===== src/rtl/fp_pkg.sv =====
package fp_pkg;

    // Frame controller states, one per word on the output plus idle
    typedef enum logic [2:0] {
        ST_IDLE = 3'd0,
        ST_TS   = 3'd1,
        ST_G1   = 3'd2,
        ST_G2   = 3'd3,
        ST_G3   = 3'd4
    } fp_state_e;

    localparam int NUM_CH      = 8;   // channels per snapshot
    localparam int LANES       = 4;   // lanes per output word
    localparam int NUM_GROUPS  = 3;   // channel-group words per frame
    localparam int SLOTS       = 3;   // channel slots per group word
    localparam int TS_TAG_W    = 4;   // zero tag width on the timestamp word
    localparam int GRP_TAG_W   = 2;   // tag width on group words

endpackage


===== src/rtl/fp_capture.sv =====
module fp_capture
    import fp_pkg::*;
#(
    parameter int LANE_W = 16,
    parameter int TS_W   = 64,
    localparam int WORD_W  = LANES * LANE_W,
    localparam int TS_KEEP = WORD_W - TS_TAG_W,
    localparam int CH_W    = NUM_CH * LANE_W
) (
    input  logic               clk,
    input  logic               rst,
    input  logic               load,
    input  logic [TS_W-1:0]    ts_in,
    input  logic [CH_W-1:0]    ch_in,
    output logic [TS_KEEP-1:0] ts_q,
    output logic [CH_W-1:0]    ch_q
);

    // Upper timestamp bits never reach the frame
    logic ts_hi_unused;
    assign ts_hi_unused = ^ts_in[TS_W-1:TS_KEEP];

    always_ff @(posedge clk) begin
        if (rst) begin
            ts_q <= '0;
            ch_q <= '0;
        end else if (load) begin
            ts_q <= ts_in[TS_KEEP-1:0];
            ch_q <= ch_in;
        end
    end

endmodule


===== src/rtl/fp_word_mux.sv =====
module fp_word_mux
    import fp_pkg::*;
#(
    parameter int LANE_W = 16,
    localparam int WORD_W  = LANES * LANE_W,
    localparam int TS_KEEP = WORD_W - TS_TAG_W,
    localparam int CH_W    = NUM_CH * LANE_W
) (
    input  fp_state_e          state,
    input  logic [TS_KEEP-1:0] ts_q,
    input  logic [CH_W-1:0]    ch_q,
    output logic [WORD_W-1:0]  word
);

    logic [WORD_W-1:0]                  ts_word;
    logic [NUM_GROUPS-1:0][WORD_W-1:0]  grp_word;

    assign ts_word = {{TS_TAG_W{1'b0}}, ts_q};

    // Group g holds channels SLOTS*g .. SLOTS*g+SLOTS-1, first channel in
    // the lane just below the tag lane; slots past the last channel are zero.
    for (genvar g = 0; g < NUM_GROUPS; g++) begin : g_grp
        assign grp_word[g][WORD_W-1 -: LANE_W] =
            {GRP_TAG_W'(g + 1), {(LANE_W - GRP_TAG_W){1'b0}}};
        for (genvar s = 0; s < SLOTS; s++) begin : g_slot
            localparam int CH_IDX = SLOTS * g + s;
            localparam int TOP    = (SLOTS - s) * LANE_W - 1;
            if (CH_IDX < NUM_CH) begin : g_used
                assign grp_word[g][TOP -: LANE_W] = ch_q[CH_IDX*LANE_W +: LANE_W];
            end else begin : g_pad
                assign grp_word[g][TOP -: LANE_W] = '0;
            end
        end
    end

    always_comb begin
        word = '0;
        unique case (state)
            ST_IDLE: word = '0;
            ST_TS:   word = ts_word;
            ST_G1:   word = grp_word[0];
            ST_G2:   word = grp_word[1];
            ST_G3:   word = grp_word[2];
            default: word = '0;
        endcase
    end

endmodule


===== src/rtl/fp_drop_ctr.sv =====
module fp_drop_ctr #(
    parameter int CNT_W = 8,
    localparam logic [CNT_W-1:0] CNT_MAX = '1
) (
    input  logic             clk,
    input  logic             rst,
    input  logic             inc,
    output logic [CNT_W-1:0] cnt
);

    always_ff @(posedge clk) begin
        if (rst) begin
            cnt <= '0;
        end else if (inc && cnt != CNT_MAX) begin
            cnt <= cnt + 1'b1;
        end
    end

endmodule


===== src/rtl/fp_ctrl.sv =====
module fp_ctrl
    import fp_pkg::*;
(
    input  logic      clk,
    input  logic      rst,
    input  logic      strobe,
    input  logic      ready,
    output fp_state_e state,
    output logic      valid,
    output logic      load,
    output logic      drop
);

    fp_state_e st_q, st_nxt;

    // State register
    always_ff @(posedge clk) begin
        if (rst) begin
            st_q <= ST_IDLE;
        end else begin
            st_q <= st_nxt;
        end
    end

    // Next state
    always_comb begin
        st_nxt = st_q;
        unique case (st_q)
            ST_IDLE: if (strobe) st_nxt = ST_TS;
            ST_TS:   if (ready)  st_nxt = ST_G1;
            ST_G1:   if (ready)  st_nxt = ST_G2;
            ST_G2:   if (ready)  st_nxt = ST_G3;
            ST_G3:   if (ready)  st_nxt = ST_IDLE;
            default:             st_nxt = ST_IDLE;
        endcase
    end

    // Outputs
    always_comb begin
        valid = 1'b0;
        load  = 1'b0;
        drop  = 1'b0;
        unique case (st_q)
            ST_IDLE: begin
                load = strobe;
            end
            ST_TS, ST_G1, ST_G2, ST_G3: begin
                valid = 1'b1;
                drop  = strobe;
            end
            default: begin
                valid = 1'b0;
            end
        endcase
    end

    assign state = st_q;

endmodule


===== src/rtl/frame_packer.sv =====
module frame_packer
    import fp_pkg::*;
#(
    parameter int LANE_W = 16,
    parameter int TS_W   = 64,
    parameter int CNT_W  = 8,
    localparam int WORD_W  = LANES * LANE_W,
    localparam int TS_KEEP = WORD_W - TS_TAG_W,
    localparam int CH_W    = NUM_CH * LANE_W
) (
    input  logic              clk,
    input  logic              rst,
    input  logic              sample_strobe,
    input  logic [TS_W-1:0]   ts_in,
    input  logic [CH_W-1:0]   ch_in,
    output logic              fr_valid,
    input  logic              fr_ready,
    output logic [WORD_W-1:0] fr_data,
    output logic [CNT_W-1:0]  overrun_cnt
);

    fp_state_e          state;
    logic               load;
    logic               drop;
    logic [TS_KEEP-1:0] ts_q;
    logic [CH_W-1:0]    ch_q;

    fp_ctrl u_ctrl (
        .clk    (clk),
        .rst    (rst),
        .strobe (sample_strobe),
        .ready  (fr_ready),
        .state  (state),
        .valid  (fr_valid),
        .load   (load),
        .drop   (drop)
    );

    fp_capture #(.LANE_W(LANE_W), .TS_W(TS_W)) u_capture (
        .clk   (clk),
        .rst   (rst),
        .load  (load),
        .ts_in (ts_in),
        .ch_in (ch_in),
        .ts_q  (ts_q),
        .ch_q  (ch_q)
    );

    fp_word_mux #(.LANE_W(LANE_W)) u_mux (
        .state (state),
        .ts_q  (ts_q),
        .ch_q  (ch_q),
        .word  (fr_data)
    );

    fp_drop_ctr #(.CNT_W(CNT_W)) u_drop (
        .clk (clk),
        .rst (rst),
        .inc (drop),
        .cnt (overrun_cnt)
    );

endmodule


===== config.mk =====
export PLATFORM = sky130hd
export DESIGN_NAME = frame_packer
export DESIGN_NICKNAME = d
export VERILOG_FILES = /design/src/rtl/fp_pkg.sv /design/src/rtl/fp_capture.sv /design/src/rtl/fp_word_mux.sv /design/src/rtl/fp_drop_ctr.sv /design/src/rtl/fp_ctrl.sv /design/src/rtl/frame_packer.sv
export SDC_FILE = /design/constraint.sdc
export NUM_CORES = 1
export LEC_CHECK = 0
export BUFFER_PORTS_ARGS = -buffer_cell sky130_fd_sc_hd__buf_2
export CORE_MARGIN = 4
export CORE_UTILIZATION = 55
export DETAILED_ROUTE_END_ITERATION = 8
export GPL_TIMING_DRIVEN = 0
export PLACE_DENSITY_LB_ADDON = 0.1
export SETUP_SLACK_MARGIN = 0.3
export SLEW_MARGIN = 20
export SYNTH_ARGS = -nofsm -noshare
export SYNTH_HDL_FRONTEND = slang
export SYNTH_SLANG_ARGS = --single-unit

===== constraint.sdc =====
create_clock -name clk -period 4.2 [get_ports clk]
set_input_delay 0.42 -clock clk [delete_from_list [all_inputs] [get_ports clk]]
set_output_delay 0.42 -clock clk [all_outputs]
set_load 0.02 [all_outputs]

* Word-level counts from Yosys, hierarchy flattened
Index checks and enable logic that the tools add are counted.
** Word-level totals
- Bits of input ports :: 196
- Bits in writable memories :: 0
- Output and inout bits :: 73
- Bits in read-only memories :: 0
- Memories kept :: 0
- Latch bits :: 0
- Register bits :: 199
** Cells by class
- Mux-type cells :: 10
- Add/sub/neg operators :: 1
- Bitwise logic cells :: 0
- $mul :: 0
- Shift operators :: 0
- Reduce and logical (&&, ||, !) cells :: 4
- Div/mod/pow operators :: 0
- Equality and inequality tests :: 10
- Order comparisons :: 0
** Operators with widths (number)
- $pmux 64 s4 :: 1
- $mux 3 :: 5
- $pmux 3 s5 :: 1
- $ne 2x2->1 const B :: 5
- $add 8x1->8 const B :: 1
- $ne 8x8->1 const B :: 1
- $eq 3x2->1 const B :: 2
- $reduce_and 5->1 :: 1
- $reduce_or 4->1 :: 1
- $eq 3x1->1 const B :: 1
- $eq 3x3->1 const B :: 1
- $logic_not 3->1 :: 1
- $mux 1 :: 3
- $logic_and 1x1->1 :: 1

* Depth between registers and ports, before layout
Gate-level depths: netlist of the first run.
- Depth after elaboration :: 4
- Mapped depth :: 7

* Hierarchy
Synthesis of the first run repeated with hierarchy kept, for this count alone.
** Unflattened totals
- Cell total of the unflattened synthesis :: 952
- Area, all modules :: 9730.6 um^2
** Modules (own cells, without submodules)
- fp_capture :: instances 1, sequential area each 3763.6 um^2, area each 6655.1 um^2, cells an instance 606
- fp_word_mux :: instances 1, sequential area each 0.0 um^2, area each 2464.9 um^2, cells an instance 282
- fp_drop_ctr :: instances 1, sequential area each 160.2 um^2, area each 430.4 um^2, cells an instance 46
- fp_ctrl :: instances 1, sequential area each 60.1 um^2, area each 180.2 um^2, cells an instance 18

* Least setup slack after synthesis of the first run
OpenSTA, ideal clock, no wires.
- Kind :: flip-flop to output port
- From :: register u_ctrl.st_q[1], in the netlist u_ctrl.state[1]
- To :: output port fr_data[0]
- Slack :: 2346 ps
- Arrival time :: 1434 ps
- Stages on the path, launching flop included :: 7
- Cells stage by stage :: dfxtp_1 -> buf_6 -> nor2b_1 -> clkbuf_1 -> clkbuf_1 -> a22oi_1 -> nor2_1
** On the way
- Word-level cells in the longest chain between the ends :: 2
- Elaborated cells between the ends (all ways) :: 5
- Those cells by class :: eq/ne (4); mux (1)
** RTL lines
- start, declared :: line fp_ctrl.sv:14 : fp_state_e st_q, st_nxt;
- start signal, assigned :: line fp_ctrl.sv:21 : st_q <= st_nxt;
- $eq 3x3->1, or another cell as far along :: line fp_word_mux.sv:38 : unique case (state)
- $pmux 64 s4 (*) :: line fp_word_mux.sv:38
- end, declared :: line frame_packer.sv:18 : output logic [WORD_W-1:0] fr_data,
Every way passes the cells marked *; elsewhere a longest branch is shown, timed or not.

* Worst setup path after layout of the first run
- From :: register u_ctrl.st_q[0], in the netlist u_ctrl.state[0]
- To :: output port fr_data[40]
Same word-level chain as after synthesis.

==> impl_metrics.ini, run 1 <==
[run_status]
status = completed

[finish]
nets = 1551
area_delta_synth_final_pct = 25.22
drive_gt1_share_pct = 25.57
nFillCells = 1246
final_cells = 1549
fin_util_pct = 70.85
antenna-diode-count = 0

[synthesis]
synth_xor_area_share_pct = 0.1057
synth-edff-count = 0
synth.avg_cell_area_um2 = 7.722
ys_types = 38
synthCells = 1073
ys_warn_count = 0
synth_mux_area_share_pct = 2.552
yosys.area.top_type = dfxtp_1
synthAdderAreaFrac_pct = 0.1510
async_flop_share_pct = 0
synthSimpleGateAreaFrac_pct = 22.77
ys.flop_type = dfxtp_1
mappedNetlistArea_um2 = 8285
yosys_register_bits = 199
synth_top_family_by_area = simple AND/OR/NAND/NOR gates
synth_area_leaders = dfxtp_1 (48%), nand2_1 (19%), a21oi_1 (12%)
synthTopCellsByCount = nand2_1 (412), dfxtp_1 (199), a21oi_1 (195), a22oi_1 (80), clkbuf_1 (45)
synth_compound_area_share_pct = 20.05
synth.yosys.seq_area_share_pct = 48.08
yosys.area.top_type_share_pct = 48.08
yosysMostFrequentCell = nand2_1

[worst_setup_path]
r2r_setup_slack_ns = 2.24
worstSetupEndpointType = primary output
cp.arrival_ns = 2.53
r2r-start = u_ctrl.state[2]
setup.worst_path.start_class = register
crit_fanout = 10
crit_required_ns = 3.78
rr_endpoint = u_capture.ch_q[35]
endpoint = fr_data[40]
cp-startpoint = u_ctrl.state[0]
critical_path_class = register to primary output
r2r_cells = 7

[routing]
wire_per_inst_um = 16.84
drt_pre_antenna_iters = 5
drcViolationCount = 0
dr.first_iter.drc_count = 632
vias = 8508
ant_nets = 0
finalWirelength_um = 26090
avgViaCountPerCell = 5.493

[sta]
drv_slew = 0
fin_tns_setup_ns = 0
clock.fmax_ghz = 0.3385
skew_ns = 0.004679
hold_violations = 0
period_minus_slack_ns = 2.954
post-route-period-util_pct = 70.34
tightest_slew_ns = 0.7487
setup_viol = 0
rsz0062_at_grt = false
max-slew-margin-rel_pct = 50.09

[global_route]
grt_pass1_wl_um = 39410
grt_start_max_net_pins = 17
antenna_found_initial = 1
overflow = 0
grt_pass1_vias = 8083
grtUsageTotal_pct = 29.70

[flow_run]
cap_violations = 0

[placed_design]
hpwl_um = 19250
gp_congestion = 0.8879
port_buffers = 261
dp_cells = 1519

[floorplan]
die_w_um = 130.7
core_area_um2 = 14640
dieArea_um2 = 17090
initial_core_util_pct = 56.58
fp.dieH_um = 130.7
ios = 269
num_rows = 44

[clocking]
htree_num_levels = 4
post_cts_resized = 0
path_clk_slew_ns = 0.07
postCtsSetupRepairBufs = 0
clock-sinks = 199
cts_root_buf = clkbuf_16
cts-buffers-inserted = 17
ctsHoldBuffers = 0
clk_path_buf_depth = 2
cts_tree = done
clk_latency_ns = 0.43

[power_and_ir_drop]
ir_drop_v = 0.0003015
pwr_density_cell_nw_per_um2 = 425.3
p_leak_uw = 0.004611

[hold_path]
min_path_type = primary input to register
worstHoldPathCells = 3
[cell type report]
cell class / count / area (µm²) / area share, %
clock inverter: 4 / 70.07 / 0.6753
multi-input combinational: 782 / 3789 / 36.52
tap: 184 / 230.2 / 2.219
inverter: 2 / 7.507 / 0.07236
clock buffer: 26 / 479.2 / 4.619
buffer: 91 / 509.2 / 4.908
sequential: 199 / 3984 / 38.40
timing repair buffer: 261 / 1306 / 12.59
[sequential cells by signal, indices dropped and copies added, names as in the netlist]
name	count
u_capture.ch_q	128
u_capture.ts_q	60
u_drop.cnt	8
u_ctrl.state	3
[cells in the final DEF, fill, tap and decap left out, types with 4 or more instances in the layout]
cell	instances
nor2_1	22
clkbuf_16	17
and2_1	13
and3_1	4
nand3_1	4
buf_2	287
a22oi_1	80
a21oi_1	195
nand2_1	412
clkbuf_1	52
dfxtp_1	199
mux2_2	17
buf_6	17
[critical path: stages, from the launching register on]
cell,delay [ns]
dfxtp_1,0.34
buf_6,0.14
nor3b_2,0.57
clkbuf_1,0.54
a22oi_1,0.18
nand2_1,0.15
buf_2,0.18
[stage by stage]
| stage | cell area, µm² | setup slack [ns] | hold WS, ns | power [µW] |
|---|---|---|---|---|
| global placement | 9826 | 1.757 | 0.4371 | 2846 |
| CTS | 10380 | 1.278 | 0.2131 | 4401 |
| floorplan | 8289 | 2.346 | 0.4317 | 2575 |
| finish | 10380 | 1.246 | 0.2146 | 4412 |
| detailed placement | 9826 | 1.744 | 0.4418 | 2862 |
| global route | 10380 | 1.126 | 0.2168 | 4568 |
[cells by family after synthesis]
logic type      after synthesis
compound gates              286
xor+xnor                      1
fa+ha+maj                     1
buf+inv                      93
flops                       199
mux                          19
other cells                   1
simple gates                473
[where the power goes]
group	total, µW	internal (µW)	switching [µW]
combinational	739	276	464
clock	1580	902	678
sequential	2090	2020	69.9
[layer usage]
metal / up-vias / track usage (%) / part of all wire [%] / wire, µm
met3: 63 / 6.220 / 8.1 / 2115
li1: 4146 / - / - / -
met5: - / 0 / 0.031 / 8
met2: 380 / 49.83 / 48 / 12570
met4: 2 / 11.86 / 3.0 / 779
met1: 3917 / 37.48 / 41 / 10610
[how the worst min path moves through the flow]
stage,start,endpoint,slack (ns)
after floorplan,u_capture.ts_q[48],u_capture.ts_q[48],0.43
after global placement,u_capture.ts_q[51],u_capture.ts_q[51],0.44
after detailed placement,u_capture.ts_q[50],u_capture.ts_q[50],0.44
after CTS,ch_in[12],u_capture.ch_q[12],0.21
after global routing,ch_in[12],u_capture.ch_q[12],0.22
final,ch_in[19],u_capture.ch_q[19],0.21
(Power assumes the default switching activity.)
==> run 2, diff against run 1 <==
--- a/config.mk
+++ b/config.mk
@@ -7,7 +7,7 @@
 export LEC_CHECK = 0
 export BUFFER_PORTS_ARGS = -buffer_cell sky130_fd_sc_hd__buf_2
 export CORE_MARGIN = 4
-export CORE_UTILIZATION = 55
+export CORE_UTILIZATION = 46
 export DETAILED_ROUTE_END_ITERATION = 8
 export GPL_TIMING_DRIVEN = 0
 export PLACE_DENSITY_LB_ADDON = 0.1
==> constraint.sdc (replaced) <==
create_clock -name clk -period 2.39 [get_ports clk]
set_input_delay 0.239 -clock clk [delete_from_list [all_inputs] [get_ports clk]]
set_output_delay 0.239 -clock clk [all_outputs]
set_load 0.02 [all_outputs]
==> run 2 against run 1 <==
Compared with the run above:
- via count decreased by 0.54%
- first-iteration DRC count fell by 22%
- critical path depth unchanged
- worst setup slack lost 0.94 ns
- register-to-register slack worse by 1.9 ns
- utilization fell by 6.3 points
- sequential cell count unchanged
- power up 82%
- clock power up 83%
- die area increased by 18%
- critical path type unchanged
- critical endpoint is now fr_data[15]
- largest cell class is now multi-input gates
==> impl_metrics.ini, run 2 (synthesis gave the netlist of run 1 again) <==
[run_status]
status = completed

[routing]
vias = 8462
met2RoutedLength_um = 13520
drcViolationCount = 0
ant_nets = 0
finalWirelength_um = 27670
wl_met1_um = 11730
drt_pre_antenna_iters = 5
avgViaCountPerCell = 5.249
wire_per_inst_um = 17.17
wl_met3_um = 1904
dr.first_iter.drc_count = 494
top_layer = met5

[global_route]
grt_pass1_wl_um = 41440
overflow = 0
antenna_found_initial = 2
grt_pass1_vias = 7991
grtUsageTotal_pct = 26.06
grt_start_max_net_pins = 20

[finish]
top_register = u_capture.ch_q
largest_register_ffs = 128
drive_gt1_share_pct = 32.64
largestRegisters = u_capture.ch_q: 128 flops, u_capture.ts_q: 60 flops, u_drop.cnt: 8 flops
fin_util_pct = 64.59
area_delta_synth_final_pct = 36.24
nets = 1569
final_cells = 1612
final_cell_mix = nand2_1 (407), buf_2 (251), dfxtp_1 (198)
final_common_cell = nand2_1

[sta]
hold_violations = 0
holdWs_ns = 0.02991
rsz0062_at_grt = true
max-slew-margin-rel_pct = 52.96
skew_ns = 0.01043
period_minus_slack_ns = 2.081
drv_slew = 0
clock.fmax_ghz = 0.4806
setup_viol = 0
tightest_slew_ns = 0.7055
post-route-period-util_pct = 87.05
fin_tns_setup_ns = 0

[placed_design]
dp_cells = 1560
port_buffers = 261
gp_congestion = 0.8538
hpwl_um = 20160

[worst_setup_path]
r2r-start = u_ctrl.state[1]
crit_path_top_delay_cell = mux2_2
crit_required_ns = 2.15
crit_chain = buf_6 > buf_8 > mux2_2 > a22oi_1 > nor2_1 > buf_2
cp.arrival_ns = 1.84
cp-startpoint = u_ctrl.state[0]
crit_fanout = 10
critical_path_class = register to primary output
rr_endpoint = u_capture.ch_q[86]
r2r_setup_slack_ns = 0.39
slowest_delay_ns = 0.35
crit_cells = 6
cp_top_family = buffers and inverters
endpoint = fr_data[15]
setup.worst_path.start_class = register
worstSetupEndpointType = primary output
r2r_cells = 8
path_buf_inv = 3

[power_and_ir_drop]
pwr-share-seq_pct = 45.9
p_leak_uw = 0.004864
switchingPower_uw = 2406
p_int_uw = 5637
ir_drop_v = 0.0005415
power_frac_comb_pct = 18.2
p_sw_share_pct = 29.92
pwr_density_cell_nw_per_um2 = 712.5
p_clk_share_pct = 35.9

[clocking]
cts_tree = done
clock-sinks = 199
cts-buffers-inserted = 17
htree_num_levels = 4
clk_latency_ns = 0.44
path_clk_slew_ns = 0.08
clk_path_buf_depth = 2
cts_root_buf = clkbuf_16

[floorplan]
die_w_um = 142.2
initial_core_util_pct = 47.41
core_area_um2 = 17480
fp.dieH_um = 142.2
ios = 269
num_rows = 48
dieArea_um2 = 20220

[flow_run]
cap_violations = 0

[hold_path]
min_path_type = primary input to register
==> run 2: cell types whose count changed in the layout (fill, tap and decap cells not counted), sizes merged, moves of 2 or more <==
cell,change
buf,+23
clkbuf,-14
inv,+6
clkinv,+5
diode,+2
==> run 2: what timing repair did <==
item                                    in CTS  in global routing
pin swaps                                    8                 15
setup buffers                                9                  5
cloned                                       3                  1
gates resized for setup                    101                 84
hold buffers                                 0                  0
endpoints found under the setup margin      60                 75
==> run 2: worst min-delay path: stages <==
cell,delay [ns]
buf_2,0.09
nand2_1,0.04
a21oi_1,0.05
==> run 2: cell type report <==
class                      count  area [µm²]
clock inverter                15       165.2
clock buffer                  17       425.4
antenna                        2       5.005
tap                          225       281.5
multi-input combinational    782        4095
sequential                   199        3985
inverter                       2       7.507
fill                        1614        6188
buffer                        91       701.9
timing repair buffer         279        1622
==> run 2: power by group through the flow <==
stage / sequential [µW] / combinational [µW] / clock, µW
finish: 3700 / 1460 / 2890
global route: 3720 / 1590 / 3050
CTS: 3680 / 1380 / 2920
detailed placement: 3750 / 1290 / 0
global placement: 3740 / 1280 / 0
floorplan: 3720 / 808 / 0
==> run 2: worst min path at each step <==
stage                                    end  slack, ns  depth (start not counted)          startpoint
after floorplan           u_capture.ch_q[80]       0.37                          2           ch_in[80]
after global placement    u_capture.ts_q[51]       0.44                          2  u_capture.ts_q[51]
after detailed placement  u_capture.ts_q[49]       0.44                          2  u_capture.ts_q[49]
after CTS                 u_capture.ts_q[49]       0.02                          3           ts_in[49]
after global routing      u_capture.ch_q[17]       0.02                          3           ch_in[17]
final                     u_capture.ts_q[52]       0.03                          3           ts_in[52]
==> run 2: through the flow <==
stage                     setup slack (ns)  area [µm²]  power (µW)
final                               0.3094       11290        8043
after global routing                0.2545       11290        8359
after CTS                           0.2824       10900        7980
after detailed placement            0.1244        9877        5042
after global placement              0.1124        9877        5021
after floorplan                     0.7170        8289        4526
==> run 2: routing by layer <==
metal  vias up  GRT usage [%]
met5         -              0
met3        34          5.074
met1      3948          34.37
met4         2          8.434
li1       4189              -
met2       289          43.16
==> run 3, diff against run 2 <==
--- a/config.mk
+++ b/config.mk
@@ -7,12 +7,13 @@
 export LEC_CHECK = 0
 export BUFFER_PORTS_ARGS = -buffer_cell sky130_fd_sc_hd__buf_2
 export CORE_MARGIN = 4
-export CORE_UTILIZATION = 46
+export CORE_UTILIZATION = 48
 export DETAILED_ROUTE_END_ITERATION = 8
 export GPL_TIMING_DRIVEN = 0
-export PLACE_DENSITY_LB_ADDON = 0.1
+export PLACE_DENSITY = 0.77
 export SETUP_SLACK_MARGIN = 0.3
 export SLEW_MARGIN = 20
 export SYNTH_ARGS = -nofsm -noshare
 export SYNTH_HDL_FRONTEND = slang
+export SYNTH_HIERARCHICAL = 1
 export SYNTH_SLANG_ARGS = --single-unit
==> run 3 against run 2 <==
Compared with the run above:
- critical path depth did not move
- final cell count decreased by 4.7%
- sequential share of layout area decreased by 5.1 points
- critical endpoint is now fr_data[34]
- largest cell class unchanged
==> impl_metrics.ini, run 3 <==
[routing]
ant_nets = 0
drt_pre_antenna_iters = 8
vias = 8975
finalWirelength_um = 34690
dr.first_iter.drc_count = 800
avgViaCountPerCell = 5.839
drcViolationCount = 0
wire_per_inst_um = 22.57

[clocking]
cts_root_buf = clkbuf_16
clk_path_buf_depth = 2
clock-sinks = 199
cts-buffers-inserted = 17
clk_latency_ns = 0.44
cts_tree = done
ctsHoldBuffers = 0
htree_num_levels = 4
path_clk_slew_ns = 0.08

[floorplan]
core_area_um2 = 19720
die_w_um = 150.4
ios = 269
fp.dieH_um = 150.4
num_rows = 51
dieArea_um2 = 22610
initial_core_util_pct = 49.35

[power_and_ir_drop]
pwr_density_cell_nw_per_um2 = 646.0
p_leak_uw = 0.005907
p_clk_share_pct = 34.6
switchingPower_uw = 2426
p_int_uw = 6106
p_sw_share_pct = 28.44
pwr-share-seq_pct = 43.5
ir_drop_v = 0.0005348
power_frac_comb_pct = 21.9

[synthesis]
synthAdderAreaFrac_pct = 0.1286
async_flop_share_pct = 0
synth-edff-count = 0
synth.avg_cell_area_um2 = 10.22
yosys_register_bits = 199
synth.yosys.seq_area_share_pct = 40.94
mappedNetlistArea_um2 = 9731
yosys.area.top_type_share_pct = 40.94
synth_top_family_by_area = simple AND/OR/NAND/NOR gates
synthCells = 952
synthSimpleGateAreaFrac_pct = 26.59
synth_compound_area_share_pct = 3.690
yosysMostFrequentCell = mux2i_1
synthTopCellsByCount = mux2i_1 (206), dfxtp_1 (199), nor2_1 (190), nor4bb_1 (53)
synth_xor_area_share_pct = 0
ys_types = 48
ys.flop_type = dfxtp_1
synth_area_leaders = dfxtp_1 (41%), mux2i_1 (21%), nor2_1 (7.3%)
yosys.area.top_type = dfxtp_1
ys_warn_count = 6
synth_mux_area_share_pct = 21.46

[placed_design]
gp_congestion = 0.8930
hpwl_um = 23580
port_buffers = 262
place_ws_ns = 0.1692

[sta]
skew_ns = 0.01105
post-route-period-util_pct = 97.22
clock.fmax_ghz = 0.4304
max-slew-margin-rel_pct = 53.01
setup_viol = 0
drv_slew = 0
rsz0062_at_grt = true
hold_violations = 0
period_minus_slack_ns = 2.324
setup_slack_ns = 0.06632
fin_tns_setup_ns = 0
tightest_slew_ns = 0.7048

[finish]
area_delta_synth_final_pct = 35.73
top_register = u_capture/ch_q
final_cell_mix = buf_2 (218), mux2i_1 (200), dfxtp_1 (196)
drive_gt1_share_pct = 38.80
final_common_cell = buf_2
largestRegisters = u_capture/ch_q: 128 flops, u_capture/ts_q: 60 flops, u_drop/cnt: 8 flops
largest_register_ffs = 128
nFillCells = 1501
nets = 1452
multi_input_area_um2 = 5339
regArea_um2 = 3995

[global_route]
grt_pass1_vias = 8643
grtUsageTotal_pct = 28.12
antenna_found_initial = 12
overflow = 0
grt_start_max_net_pins = 18
grt_pass1_wl_um = 48520

[run_status]
status = completed

[worst_setup_path]
crit_fanout = 9
setup.worst_path.start_class = register
crit_required_ns = 2.15
r2r_setup_slack_ns = 0.44
cp.arrival_ns = 2.08
worstSetupEndpointType = primary output
critical_path_class = register to primary output

[flow_run]
cap_violations = 0

[hold_path]
min_path_type = primary input to register
[run 3: cell types whose count changed in the layout (fill, tap and decap cells not counted), sizes merged, moves of 11 or more]
cell    delta
buf       +27
and4bb    +43
and4b     +32
clkbuf    -11
nor2     +168
nor4bb    +53
or4       +30
a21oi    -172
and2      -12
a22oi     -80
nand2    -407
a211oi    +19
mux2      -15
mux2i    +204
[run 3: power groups by stage]
| stage | sequential [µW] | combinational (µW) | clock [µW] |
|---|---|---|---|
| floorplan | 3710 | 1040 | 0 |
| global placement | 3770 | 1500 | 0 |
| detailed placement | 3770 | 1530 | 0 |
| CTS | 3700 | 1670 | 2990 |
| global route | 3730 | 1970 | 3120 |
| finish | 3710 | 1870 | 2950 |
[run 3: what timing repair did]
item                                    4_1_cts  5_1_grt
endpoints found under the setup margin       62       62
gates cloned                                  2        7
pin swaps                                    18       10
gates resized for setup                     156      127
buffers inserted                              5        7
[run 3: critical path, stage by stage (launching register included)]
cell and delay [ns]:
dfxtp_4 0.37, buf_12 0.14, buf_12 0.14, buf_12 0.14, and4bb_2 0.26, or4_4 0.44, buf_6 0.16
[run 3: kinds of logic (layout without fill, tap and decap cells)]
kind of cell / count (synthesis) / after routing
compound gates: 54 / 54
fa+ha+maj: 1 / 1
buf+inv: 101 / 416
flops: 199 / 199
mux: 208 / 208
other cells: 1 / 6
simple gates: 388 / 388
[run 3: cell type report]
cell class	count	share of cell area, %
inverters	1	0.02842
clock inverters	11	1.052
flip-flops and latches	199	30.25
multi-input cells	653	40.42
repair buffers	283	14.48
plain buffers	100	7.702
well taps	265	2.510
clock buffers	21	3.486
diodes	4	0.07579
[run 3: path summary, 6_finish.rpt]
path / from / end / cells after the start
max: u_ctrl/state[1] / fr_data[34] / 6
min: ts_in[36] / u_capture/ts_q[36] / 3
max reg2reg: u_ctrl/state[2] / u_capture/ts_q[14] / 7
min reg2reg: u_capture/ts_q[31] / u_capture/ts_q[31] / 2
[run 3: layer usage]
layer | GRT usage, % | part of all wire (%) | vias up
met4 | 12.17 | 4.2 | 16
met3 | 7.887 | 10 | 119
met1 | 35.68 | 38 | 4239
met2 | 44.81 | 47 | 539
met5 | 0 | 0.25 | -
li1 | - | - | 4062
[run 3: through the flow]
stage	util, %	cells	cell area [µm²]	hold slack, ns	power, µW
finish	66.98	1537	13210	0.03189	8532
floorplan	-	953	9734	0.3081	4754
detailed placement	57.70	1480	11380	0.4766	5303
global route	66.98	1537	13210	0.01921	8824
CTS	63.73	1519	12570	0.01833	8362
global placement	57.70	1480	11380	0.4641	5268
